**src/rtl/xsi_pkg.sv**
```systemverilog
// Package: shared mode encoding for the serial pin interface.
// Assumes the mode input uses exactly these 2-bit codes.
package xsi_pkg;
    typedef enum logic [1:0] {
        MODE_CFG  = 2'b00,
        MODE_TX   = 2'b01,
        MODE_RX   = 2'b10,
        MODE_STBY = 2'b11
    } xsi_mode_e;
endpackage

```
**src/rtl/xsi_slave.sv**
```systemverilog
// Configuration-mode serial slave. It synchronises the host clock and data
// pins, shifts data in on falling edges, and shifts read data out on rising
// edges (clock idles low, data launched on rising edges).
// Assumes the host clock half-period is several system cycles longer than
// SYNC_STAGES. While active_i is low the bit counter is cleared, which drops
// any partial byte.
module xsi_slave #(
    parameter int WORD_W      = 8,
    parameter int SYNC_STAGES = 2
) (
    input  logic              clk,
    input  logic              rst_n,
    input  logic              active_i,
    input  logic              sclk_in,
    input  logic              mosi_in,
    input  logic [WORD_W-1:0] tx_word_i,
    output logic              miso_bit_o,
    output logic [WORD_W-1:0] rx_word_o,
    output logic              rx_valid_o,
    output logic              mid_byte_o
);
    localparam int CW = (WORD_W > 1) ? $clog2(WORD_W) : 1;

    logic [SYNC_STAGES:0]   s_pipe;
    logic [SYNC_STAGES-1:0] m_pipe;
    logic [CW-1:0]          cnt;
    logic [WORD_W-1:0]      rx_sh;
    logic [WORD_W-1:0]      tx_sh;
    logic                   s_rise, s_fall, m_now;

    assign s_rise     = s_pipe[SYNC_STAGES-1] & ~s_pipe[SYNC_STAGES];
    assign s_fall     = ~s_pipe[SYNC_STAGES-1] & s_pipe[SYNC_STAGES];
    assign m_now      = m_pipe[SYNC_STAGES-1];
    assign miso_bit_o = tx_sh[WORD_W-1];
    assign mid_byte_o = (cnt != '0);

    // Synchronise the host clock and data pins into the system clock domain.
    always_ff @(posedge clk) begin
        if (!rst_n) begin
            s_pipe <= '0;
            m_pipe <= '0;
        end else begin
            s_pipe <= {s_pipe[SYNC_STAGES-1:0], sclk_in};
            m_pipe <= {m_pipe[SYNC_STAGES-2:0], mosi_in};
        end
    end

    // Shift read data out on rising edges and write data in on falling edges.
    always_ff @(posedge clk) begin
        if (!rst_n) begin
            cnt        <= '0;
            rx_sh      <= '0;
            tx_sh      <= '0;
            rx_word_o  <= '0;
            rx_valid_o <= 1'b0;
        end else begin
            rx_valid_o <= 1'b0;
            if (!active_i) begin
                cnt <= '0;
            end else begin
                if (s_rise) begin
                    if (cnt == '0) tx_sh <= tx_word_i;
                    else           tx_sh <= {tx_sh[WORD_W-2:0], 1'b0};
                end
                if (s_fall) begin
                    rx_sh <= {rx_sh[WORD_W-2:0], m_now};
                    if (cnt == CW'(WORD_W-1)) begin
                        cnt        <= '0;
                        rx_word_o  <= {rx_sh[WORD_W-2:0], m_now};
                        rx_valid_o <= 1'b1;
                    end else begin
                        cnt <= cnt + 1'b1;
                    end
                end
            end
        end
    end


    valid_pulse_chk: assert property (@(posedge clk) disable iff (!rst_n)
        rx_valid_o |=> !rx_valid_o);
endmodule

```
**src/rtl/xsi_master.sv**
```systemverilog
// Receive-mode serial master. It holds one byte in a holding register, moves
// it into a shifter when idle, and clocks it out MSB first. Each half of the
// serial clock lasts CLK_DIV system cycles. The data bit is set while the
// clock is low and held through the high phase.
// Assumes run_i low freezes all transfer state; loads are accepted any time.
module xsi_master #(
    parameter int WORD_W  = 8,
    parameter int CLK_DIV = 4
) (
    input  logic              clk,
    input  logic              rst_n,
    input  logic              run_i,
    input  logic [WORD_W-1:0] load_word_i,
    input  logic              load_i,
    output logic              ready_o,
    output logic              sclk_o,
    output logic              mosi_o,
    output logic              busy_o,
    output logic              sent_o
);
    localparam int DW = (CLK_DIV > 1) ? $clog2(CLK_DIV) : 1;
    localparam int CW = (WORD_W > 1) ? $clog2(WORD_W) : 1;

    logic [WORD_W-1:0] hold, shreg;
    logic              hold_full, busy, phase;
    logic [DW-1:0]     divcnt;
    logic [CW-1:0]     bitcnt;

    assign ready_o = ~hold_full;
    assign busy_o  = busy;
    assign sclk_o  = busy & phase;
    assign mosi_o  = busy & shreg[WORD_W-1];

    // Fill the holding register and run the divider-paced shifter.
    always_ff @(posedge clk) begin
        if (!rst_n) begin
            hold      <= '0;
            hold_full <= 1'b0;
            shreg     <= '0;
            busy      <= 1'b0;
            phase     <= 1'b0;
            divcnt    <= '0;
            bitcnt    <= '0;
            sent_o    <= 1'b0;
        end else begin
            sent_o <= 1'b0;
            if (load_i && !hold_full) begin
                hold      <= load_word_i;
                hold_full <= 1'b1;
            end
            if (run_i) begin
                if (!busy) begin
                    if (hold_full) begin
                        shreg     <= hold;
                        hold_full <= 1'b0;
                        busy      <= 1'b1;
                        phase     <= 1'b0;
                        divcnt    <= '0;
                        bitcnt    <= '0;
                    end
                end else if (divcnt == DW'(CLK_DIV-1)) begin
                    divcnt <= '0;
                    if (!phase) begin
                        phase <= 1'b1;
                    end else begin
                        phase <= 1'b0;
                        if (bitcnt == CW'(WORD_W-1)) begin
                            busy   <= 1'b0;
                            sent_o <= 1'b1;
                        end else begin
                            bitcnt <= bitcnt + 1'b1;
                            shreg  <= {shreg[WORD_W-2:0], 1'b0};
                        end
                    end
                end else begin
                    divcnt <= divcnt + 1'b1;
                end
            end
        end
    end


    sent_after_busy_chk: assert property (@(posedge clk) disable iff (!rst_n)
        sent_o |-> $past(busy));

    start_from_hold_chk: assert property (@(posedge clk) disable iff (!rst_n)
        $rose(busy) |-> $past(hold_full));
endmodule

```
**src/rtl/xsi_pinmux.sv**
```systemverilog
// Pin role selector. From the latched mode and the select input it decides
// which pins are driven, what they carry, and whether the amplifier may run.
// Assumes every drive value is forced to 0 while its enable is off.
module xsi_pinmux
    import xsi_pkg::*;
(
    input  logic      sel_n,
    input  xsi_mode_e mode_i,
    input  logic      dm_i,
    input  logic      slave_miso_i,
    input  logic      m_sclk_i,
    input  logic      m_mosi_i,
    input  logic      rx_raw_i,
    input  logic      mosi_in,
    output logic      sclk_oe,
    output logic      sclk_out,
    output logic      mosi_oe,
    output logic      mosi_out,
    output logic      miso_oe,
    output logic      miso_out,
    output logic      tx_bit,
    output logic      pa_en
);
    // Route pins according to the current mode; everything floats when detached.
    always_comb begin
        sclk_oe  = 1'b0;
        sclk_out = 1'b0;
        mosi_oe  = 1'b0;
        mosi_out = 1'b0;
        miso_oe  = 1'b0;
        miso_out = 1'b0;
        tx_bit   = 1'b0;
        pa_en    = 1'b0;
        if (!sel_n) begin
            unique case (mode_i)
                MODE_CFG: begin
                    miso_oe  = 1'b1;
                    miso_out = slave_miso_i;
                end
                MODE_TX: begin
                    tx_bit = mosi_in;
                    pa_en  = 1'b1;
                end
                MODE_RX: begin
                    mosi_oe = 1'b1;
                    if (dm_i) begin
                        sclk_oe  = 1'b1;
                        sclk_out = m_sclk_i;
                        mosi_out = m_mosi_i;
                    end else begin
                        mosi_out = rx_raw_i;
                    end
                end
                default: ;
            endcase
        end
    end
endmodule

```
**src/rtl/xcvr_serial_if.sv**
```systemverilog
// Top of the transceiver serial pin interface. It latches the requested mode
// between bytes and ties together the configuration slave, the receive
// master and the pin selector.
// Assumes the mode and data-management inputs are synchronous to clk.
module xcvr_serial_if
    import xsi_pkg::*;
#(
    parameter int WORD_W      = 8,
    parameter int CLK_DIV     = 4,
    parameter int SYNC_STAGES = 2
) (
    input  logic              clk,
    input  logic              rst_n,
    input  logic              sel_n,
    input  logic [1:0]        mode_i,
    input  logic              dm_en_i,
    input  logic              sclk_in,
    input  logic              mosi_in,
    output logic              sclk_oe,
    output logic              sclk_out,
    output logic              mosi_oe,
    output logic              mosi_out,
    output logic              miso_oe,
    output logic              miso_out,
    output logic [WORD_W-1:0] cfg_rx_byte,
    output logic              cfg_rx_valid,
    input  logic [WORD_W-1:0] cfg_tx_byte,
    output logic              tx_bit,
    output logic              pa_en,
    input  logic [WORD_W-1:0] rx_byte,
    input  logic              rx_byte_valid,
    output logic              rx_ready,
    output logic              byte_sent,
    input  logic              rx_raw
);
    xsi_mode_e cur_mode;
    logic      cur_dm;
    logic      s_mid, m_busy, s_miso, m_sclk, m_mosi;
    logic      cfg_active, m_run;

    assign cfg_active = !sel_n && (cur_mode == MODE_CFG);
    assign m_run      = !sel_n && (cur_mode == MODE_RX) && cur_dm;

    // Take a new mode only when no byte is in progress in either direction.
    always_ff @(posedge clk) begin
        if (!rst_n) begin
            cur_mode <= MODE_STBY;
            cur_dm   <= 1'b0;
        end else if (!s_mid && !m_busy) begin
            cur_mode <= xsi_mode_e'(mode_i);
            cur_dm   <= dm_en_i;
        end
    end

    xsi_slave #(.WORD_W(WORD_W), .SYNC_STAGES(SYNC_STAGES)) i_slave (
        .clk        (clk),
        .rst_n      (rst_n),
        .active_i   (cfg_active),
        .sclk_in    (sclk_in),
        .mosi_in    (mosi_in),
        .tx_word_i  (cfg_tx_byte),
        .miso_bit_o (s_miso),
        .rx_word_o  (cfg_rx_byte),
        .rx_valid_o (cfg_rx_valid),
        .mid_byte_o (s_mid)
    );

    xsi_master #(.WORD_W(WORD_W), .CLK_DIV(CLK_DIV)) i_master (
        .clk         (clk),
        .rst_n       (rst_n),
        .run_i       (m_run),
        .load_word_i (rx_byte),
        .load_i      (rx_byte_valid),
        .ready_o     (rx_ready),
        .sclk_o      (m_sclk),
        .mosi_o      (m_mosi),
        .busy_o      (m_busy),
        .sent_o      (byte_sent)
    );

    xsi_pinmux i_pinmux (
        .sel_n        (sel_n),
        .mode_i       (cur_mode),
        .dm_i         (cur_dm),
        .slave_miso_i (s_miso),
        .m_sclk_i     (m_sclk),
        .m_mosi_i     (m_mosi),
        .rx_raw_i     (rx_raw),
        .mosi_in      (mosi_in),
        .sclk_oe      (sclk_oe),
        .sclk_out     (sclk_out),
        .mosi_oe      (mosi_oe),
        .mosi_out     (mosi_out),
        .miso_oe      (miso_oe),
        .miso_out     (miso_out),
        .tx_bit       (tx_bit),
        .pa_en        (pa_en)
    );


    sel_off_quiet_chk: assert property (@(posedge clk) disable iff (!rst_n)
        sel_n |-> !(sclk_oe || mosi_oe || miso_oe || pa_en));

    mode_hold_chk: assert property (@(posedge clk) disable iff (!rst_n)
        (m_busy && $past(m_busy)) |-> $stable(cur_mode));
endmodule

```
**config.mk**
```make
export PLATFORM = sky130hd
export DESIGN_NAME = xcvr_serial_if
export DESIGN_NICKNAME = d
export VERILOG_FILES = /design/src/rtl/xsi_pkg.sv /design/src/rtl/xsi_slave.sv /design/src/rtl/xsi_master.sv /design/src/rtl/xsi_pinmux.sv /design/src/rtl/xcvr_serial_if.sv
export SDC_FILE = /design/constraint.sdc
export NUM_CORES = 1
export LEC_CHECK = 0
export BUFFER_PORTS_ARGS = -buffer_cell sky130_fd_sc_hd__buf_4
export CAP_MARGIN = 20
export CORE_ASPECT_RATIO = 0.9
export CORE_MARGIN = 5
export CORE_UTILIZATION = 45
export CTS_CLUSTER_SIZE = 25
export DETAILED_ROUTE_END_ITERATION = 8
export PLACE_DENSITY_LB_ADDON = 0.3
export SETUP_SLACK_MARGIN = 0.4
export SLEW_MARGIN = 20
export SYNTH_ARGS = -nofsm -noshare
export SYNTH_HDL_FRONTEND = slang
export SYNTH_HIERARCHICAL = 1
export SYNTH_SLANG_ARGS = --single-unit
export TNS_END_PERCENT = 5
```
**constraint.sdc**
```tcl
create_clock -name clk -period 1.4 [get_ports clk]
set_input_delay 0.28 -clock clk [delete_from_list [all_inputs] [get_ports clk]]
set_output_delay 0.28 -clock clk [all_outputs]
set_load 0.01 [all_outputs]
```
==> metrics.md <==
| Metric | Value |
|---|---|
| Routed len/inst | `13.1 um` |
| Combinational family with the most area after synthesis | `simple AND/OR/NAND/NOR gates` |
| Clock Latency Late Sink | `330 ps` |
| Worst-path fanout max | `4` |
| Number of nets with antenna violations after routing | `0` |
| Cell variety after synth | `44` |
| IO buf count | `44` |
| Grt ovf | `0` |
| Worst-Margin Slew | `488 ps` |
| Crit path capture type | `output port` |
| HPWL after detailed placement | `3.81 mm` |
| Hold Crit Depth | `2` |
| Met2 track utilization from global routing | `0.237` |
| Boundary pin count | `45` |
| Post-synth net total | `328` |
| Chip Width | `91.8 um` |
| R2r worst-path depth | `6` |
| Largest clock skew in the final design | `10.9 ps` |
| Area growth, synth to finish | `31.3%` |
| Final critical path time including I/O delays and setup | `1560 ps` |
| Logic gate share of total power | `0.065` |
| Total power | `3.44 mW` |
| Via/cell ratio | `5.18` |
| Share of the synthesized area in compound gates (AO/OA/AOI/OAI) | `0.179` |
| GRT met1 Usage | `0.195` |
| Effective utilization at floorplan | `0.471` |
| Area of the die | `0.00768 mm^2` |
| Dominant synthesized flop cell | `sky130_fd_sc_hd__dfxtp_1` |
| Met3 routing resource usage after global routing | `0.0460` |
| Internal power consumption | `2.67 mW` |
| Cell-by-cell listing of the critical path | `buf_6 -> nor3b_4 -> and3_1 -> buf_6` |
| Arrival time reported for the critical path endpoint | `1280 ps` |
| Crit Path Category | `register to output port` |
| Root Driver | `sky130_fd_sc_hd__clkbuf_8` |
| Routed wire length | `5.56 mm` |
| Pin count of the biggest net entering global routing | `28` |
| Non-Filler Cell Area, Final | `0.00356 mm^2` |
| Final worst path period share | `1.11` |
| Number of buffers on the longest clock path | `2` |
| TritonCTS clock tree | `done` |
| Max Cap Viol | `0` |
| Post-Synth Simple-Gate Area | `0.245` |
| Xor and xnor area share after synthesis | `0` |
| Number of antenna cells inserted | `0` |
| Final routed DRC violation total | `0` |
| Clock transition at path regs | `60 ps` |
| Max Transition Viols Final | `0` |
| Busiest layer in global routing | `met2` |
| Post-synth design cell area | `0.00271 mm^2` |
| Avg Synthesized Cell Area | `9.16 um^2` |
| Switching power total | `0.767 mW` |
| Crit path largest cell delay | `340 ps` |
| Antenna violations before repair | `0` |
| Power per cell area | `966 mW/mm^2` |
| Reg-to-reg slack, setup | `-20 ps` |
| First-pass iteration count of the detailed router | `4` |
| Number of instances in the synthesized netlist | `296` |
| Startpoint of the most critical hold path | `sclk_in` |
| Number of storage elements in the synthesis netlist | `60` |
| Y dimension of the die | `83.7 um` |
| Via count of the first global-routing pass | `2092` |
| # rows | `26` |
| Total via count in the routed design | `2193` |
| Global-route wire length before repair | `9.63 mm` |
| Final GP Congestion | `0.758` |
| Aggregate global-route resource usage | `0.151` |
| Number of buffers added to fix hold violations after cts | `0` |
| Warnings, synthesis | `6` |
| Switching share of total power | `0.223` |
| Sequential power share | `0.512` |
| Endpoint of the most critical register-to-register path | `i_master/shreg[2]$_SDFFE_PN0P_` |
| Upper clock frequency limit | `643 MHz` |
| Iter 0 DRT Violations | `96` |
| P_leak | `1.55 nW` |
| H-tree Lvls | `3` |
| Number of clock buffers inserted by TritonCTS | `9` |
| Portion of the post-synthesis area used by sequential elements | `0.443` |
| Count of endpoints failing hold in the final timing report | `0` |
| Share of cell area taken by muxes after synthesis | `0.0406` |
| Violations in the final reports | `setup timing` |
| Worst path slowest cell | `sky130_fd_sc_hd__dfxtp_4` |
| Number of enable-type register cells in the synthesized netlist | `0` |
| RSZ-0062 raised after global routing | `yes` |
| Remaining max-slew budget at the tightest pin | `0.674` |
| Startpoint types | `register` |
| Arithmetic-cell share of the synthesized area counting full adders, half adders and majority gates | `0.0277` |
| Final WS setup | `-155 ps` |
| Fraction of layout cells with a size suffix above 1 | `0.374` |
| Core footprint | `0.00576 mm^2` |
| Final core utilization | `0.619` |
| Worst min path class | `input pin to register` |
| Number of sinks driven by the clock tree | `60` |
| Startpoint of the most critical register-to-register path | `i_master/bitcnt[1]$_SDFFE_PN0P_` |
| Final setup violation count | `13` |
| Maximum VDD drop | `0.540 mV` |
| Final net count | `381` |
| Endpoint with the worst hold slack | `i_slave/s_pipe[0]$_SDFF_PN0_` |
| Area after DPL | `0.00318 mm^2` |
| Async set or reset register ratio after synthesis | `0` |
| Cell occurring most often along the worst timing path | `sky130_fd_sc_hd__buf_6` |
| Data required time at the worst endpoint | `1120 ps` |
| Status | `complete, but fails checks` |
| Clock Power Share | `0.423` |
==> layer usage <==
layer  vias to the layer above  part of all wire
li1                       1146                 -
met1                      1002              0.48
met3                         5             0.045
met4                         0             0.010
met5                         -                 0
met2                        40              0.46
==> registers in the layout (all words and copies together), names as in the netlist <==
name	cells
cur_dm	1
i_slave/tx_sh	8
i_slave/m_pipe	2
i_master/shreg	8
i_master/sent_o	1
i_master/hold	8
i_slave/rx_valid_o	1
i_slave/rx_word_o	8
i_master/phase	1
i_master/busy_o	1
i_slave/cnt	3
i_master/bitcnt	3
i_master/divcnt	2
cur_mode	2
i_slave/rx_sh	7
i_slave/s_pipe	3
i_master/hold_full	1
==> stage by stage <==
stage / setup slack, ps / instances / hold WS, ps / TNS (ps)
after floorplan: 43.0 / 296 / 369 / 0
after global placement: -34.3 / 407 / 417 / -194
after detailed placement: -47.9 / 407 / 419 / -596
after CTS: -196 / 423 / 139 / -863
after global routing: -210 / 423 / 179 / -2380
final: -155 / 423 / 163 / -683
==> worst max-delay path by stage <==
| stage | start | endpoint | slack [ps] | cells after the start |
|---|---|---|---|---|
| floorplan | i_master/bitcnt[0]$_SDFFE_PN0P_ | i_master/shreg[1]$_SDFFE_PN0P_ | 40 | 6 |
| finish | cur_mode[0]$_SDFFE_PN1P_ | sclk_out | -160 | 4 |
| detailed placement | sel_n | i_slave/rx_word_o[3]$_SDFFE_PN0P_ | -50 | 6 |
| global placement | i_master/bitcnt[0]$_SDFFE_PN0P_ | i_master/shreg[4]$_SDFFE_PN0P_ | -30 | 6 |
| CTS | cur_mode[0]$_SDFFE_PN1P_ | sclk_out | -200 | 4 |
| global route | cur_mode[0]$_SDFFE_PN1P_ | mosi_out | -210 | 4 |
==> power by group through the flow <==
stage	Combinational (mW)	Sequential [mW]	Clock [mW]
after floorplan	0.116	1.79	0
after global placement	0.207	1.80	0
after detailed placement	0.209	1.80	0
after CTS	0.223	1.76	1.50
after global routing	0.244	1.76	1.57
final	0.225	1.76	1.45
==> cell usage after synthesis, types with 3 or more instances <==
cell type                   n  area (um^2)
sky130_fd_sc_hd__buf_2      7         35.0
sky130_fd_sc_hd__a31oi_1   12         75.1
sky130_fd_sc_hd__ha_1       6         75.1
sky130_fd_sc_hd__dfxtp_1   60         1200
sky130_fd_sc_hd__mux2i_1   11          110
sky130_fd_sc_hd__inv_1      7         26.3
sky130_fd_sc_hd__o211ai_1   9         67.6
sky130_fd_sc_hd__nand2_1   49          184
sky130_fd_sc_hd__clkbuf_1   4         15.0
sky130_fd_sc_hd__a21oi_1   18         90.1
sky130_fd_sc_hd__nand3_1   18         90.1
sky130_fd_sc_hd__o21ai_0   17         85.1
sky130_fd_sc_hd__nor2b_1    6         37.5
sky130_fd_sc_hd__and2_1    10         62.6
sky130_fd_sc_hd__nand3_2    3         30.0
sky130_fd_sc_hd__o211a_1    7         70.1
sky130_fd_sc_hd__nor2_1     8         30.0
sky130_fd_sc_hd__nand2b_1   6         37.5
sky130_fd_sc_hd__buf_6      5         56.3
==> logic make-up (layout without fill, tap and decap cells) <==
logic type,after synthesis,count (layout)
buffers and inverters,28,85
AND/OR/NAND/NOR,117,117
AO/OA/AOI/OAI,74,74
multiplexers,11,11
flip-flops,60,60
adder cells (fa/ha/maj),6,6
==> layout by cell type, fill, tap and decap left out, types with 3 or more instances in the layout <==
cell and n:
sky130_fd_sc_hd__o211a_1 7, sky130_fd_sc_hd__nand3_2 3, sky130_fd_sc_hd__nand3_1 18, sky130_fd_sc_hd__o21ai_2 4
sky130_fd_sc_hd__dfxtp_4 4, sky130_fd_sc_hd__mux2i_1 11, sky130_fd_sc_hd__o211ai_1 9, sky130_fd_sc_hd__buf_12 3
sky130_fd_sc_hd__and2_1 9, sky130_fd_sc_hd__dfxtp_1 40, sky130_fd_sc_hd__o21ai_0 11, sky130_fd_sc_hd__ha_4 3
sky130_fd_sc_hd__nor2_1 7, sky130_fd_sc_hd__o21ai_1 6, sky130_fd_sc_hd__buf_6 17, sky130_fd_sc_hd__nand2b_1 4
sky130_fd_sc_hd__dfxtp_2 16, sky130_fd_sc_hd__nand2_1 47, sky130_fd_sc_hd__a21oi_1 18, sky130_fd_sc_hd__nor2b_1 4
sky130_fd_sc_hd__clkbuf_8 13, sky130_fd_sc_hd__a31oi_1 12, sky130_fd_sc_hd__inv_1 4, sky130_fd_sc_hd__buf_4 41
==> final cells by class <==
class	count	area, um^2
tap	70	87.6
clock buffer	14	183
fill	500	2200
timing repair buffer	61	559
clock inverter	1	5.00
inverter	9	38.8
sequential	60	1240
multi-input combinational	208	1450
==> what timing repair did <==
item | 4_1_cts | 5_1_grt
setup buffers | 1 | 0
endpoints found under the setup margin | 74 | 73
pin swaps | 33 | 16
gates resized for setup | 58 | 8
==> worst max-delay path: cells and delay by family (launching register included) <==
| kind | cells | cell delay (ps) |
|---|---|---|
| buffers and inverters | 2 | 220 |
| AND/OR/NAND/NOR | 2 | 390 |
| flip-flops | 1 | 340 |
Note: power is estimated with default switching activity, not from simulation.
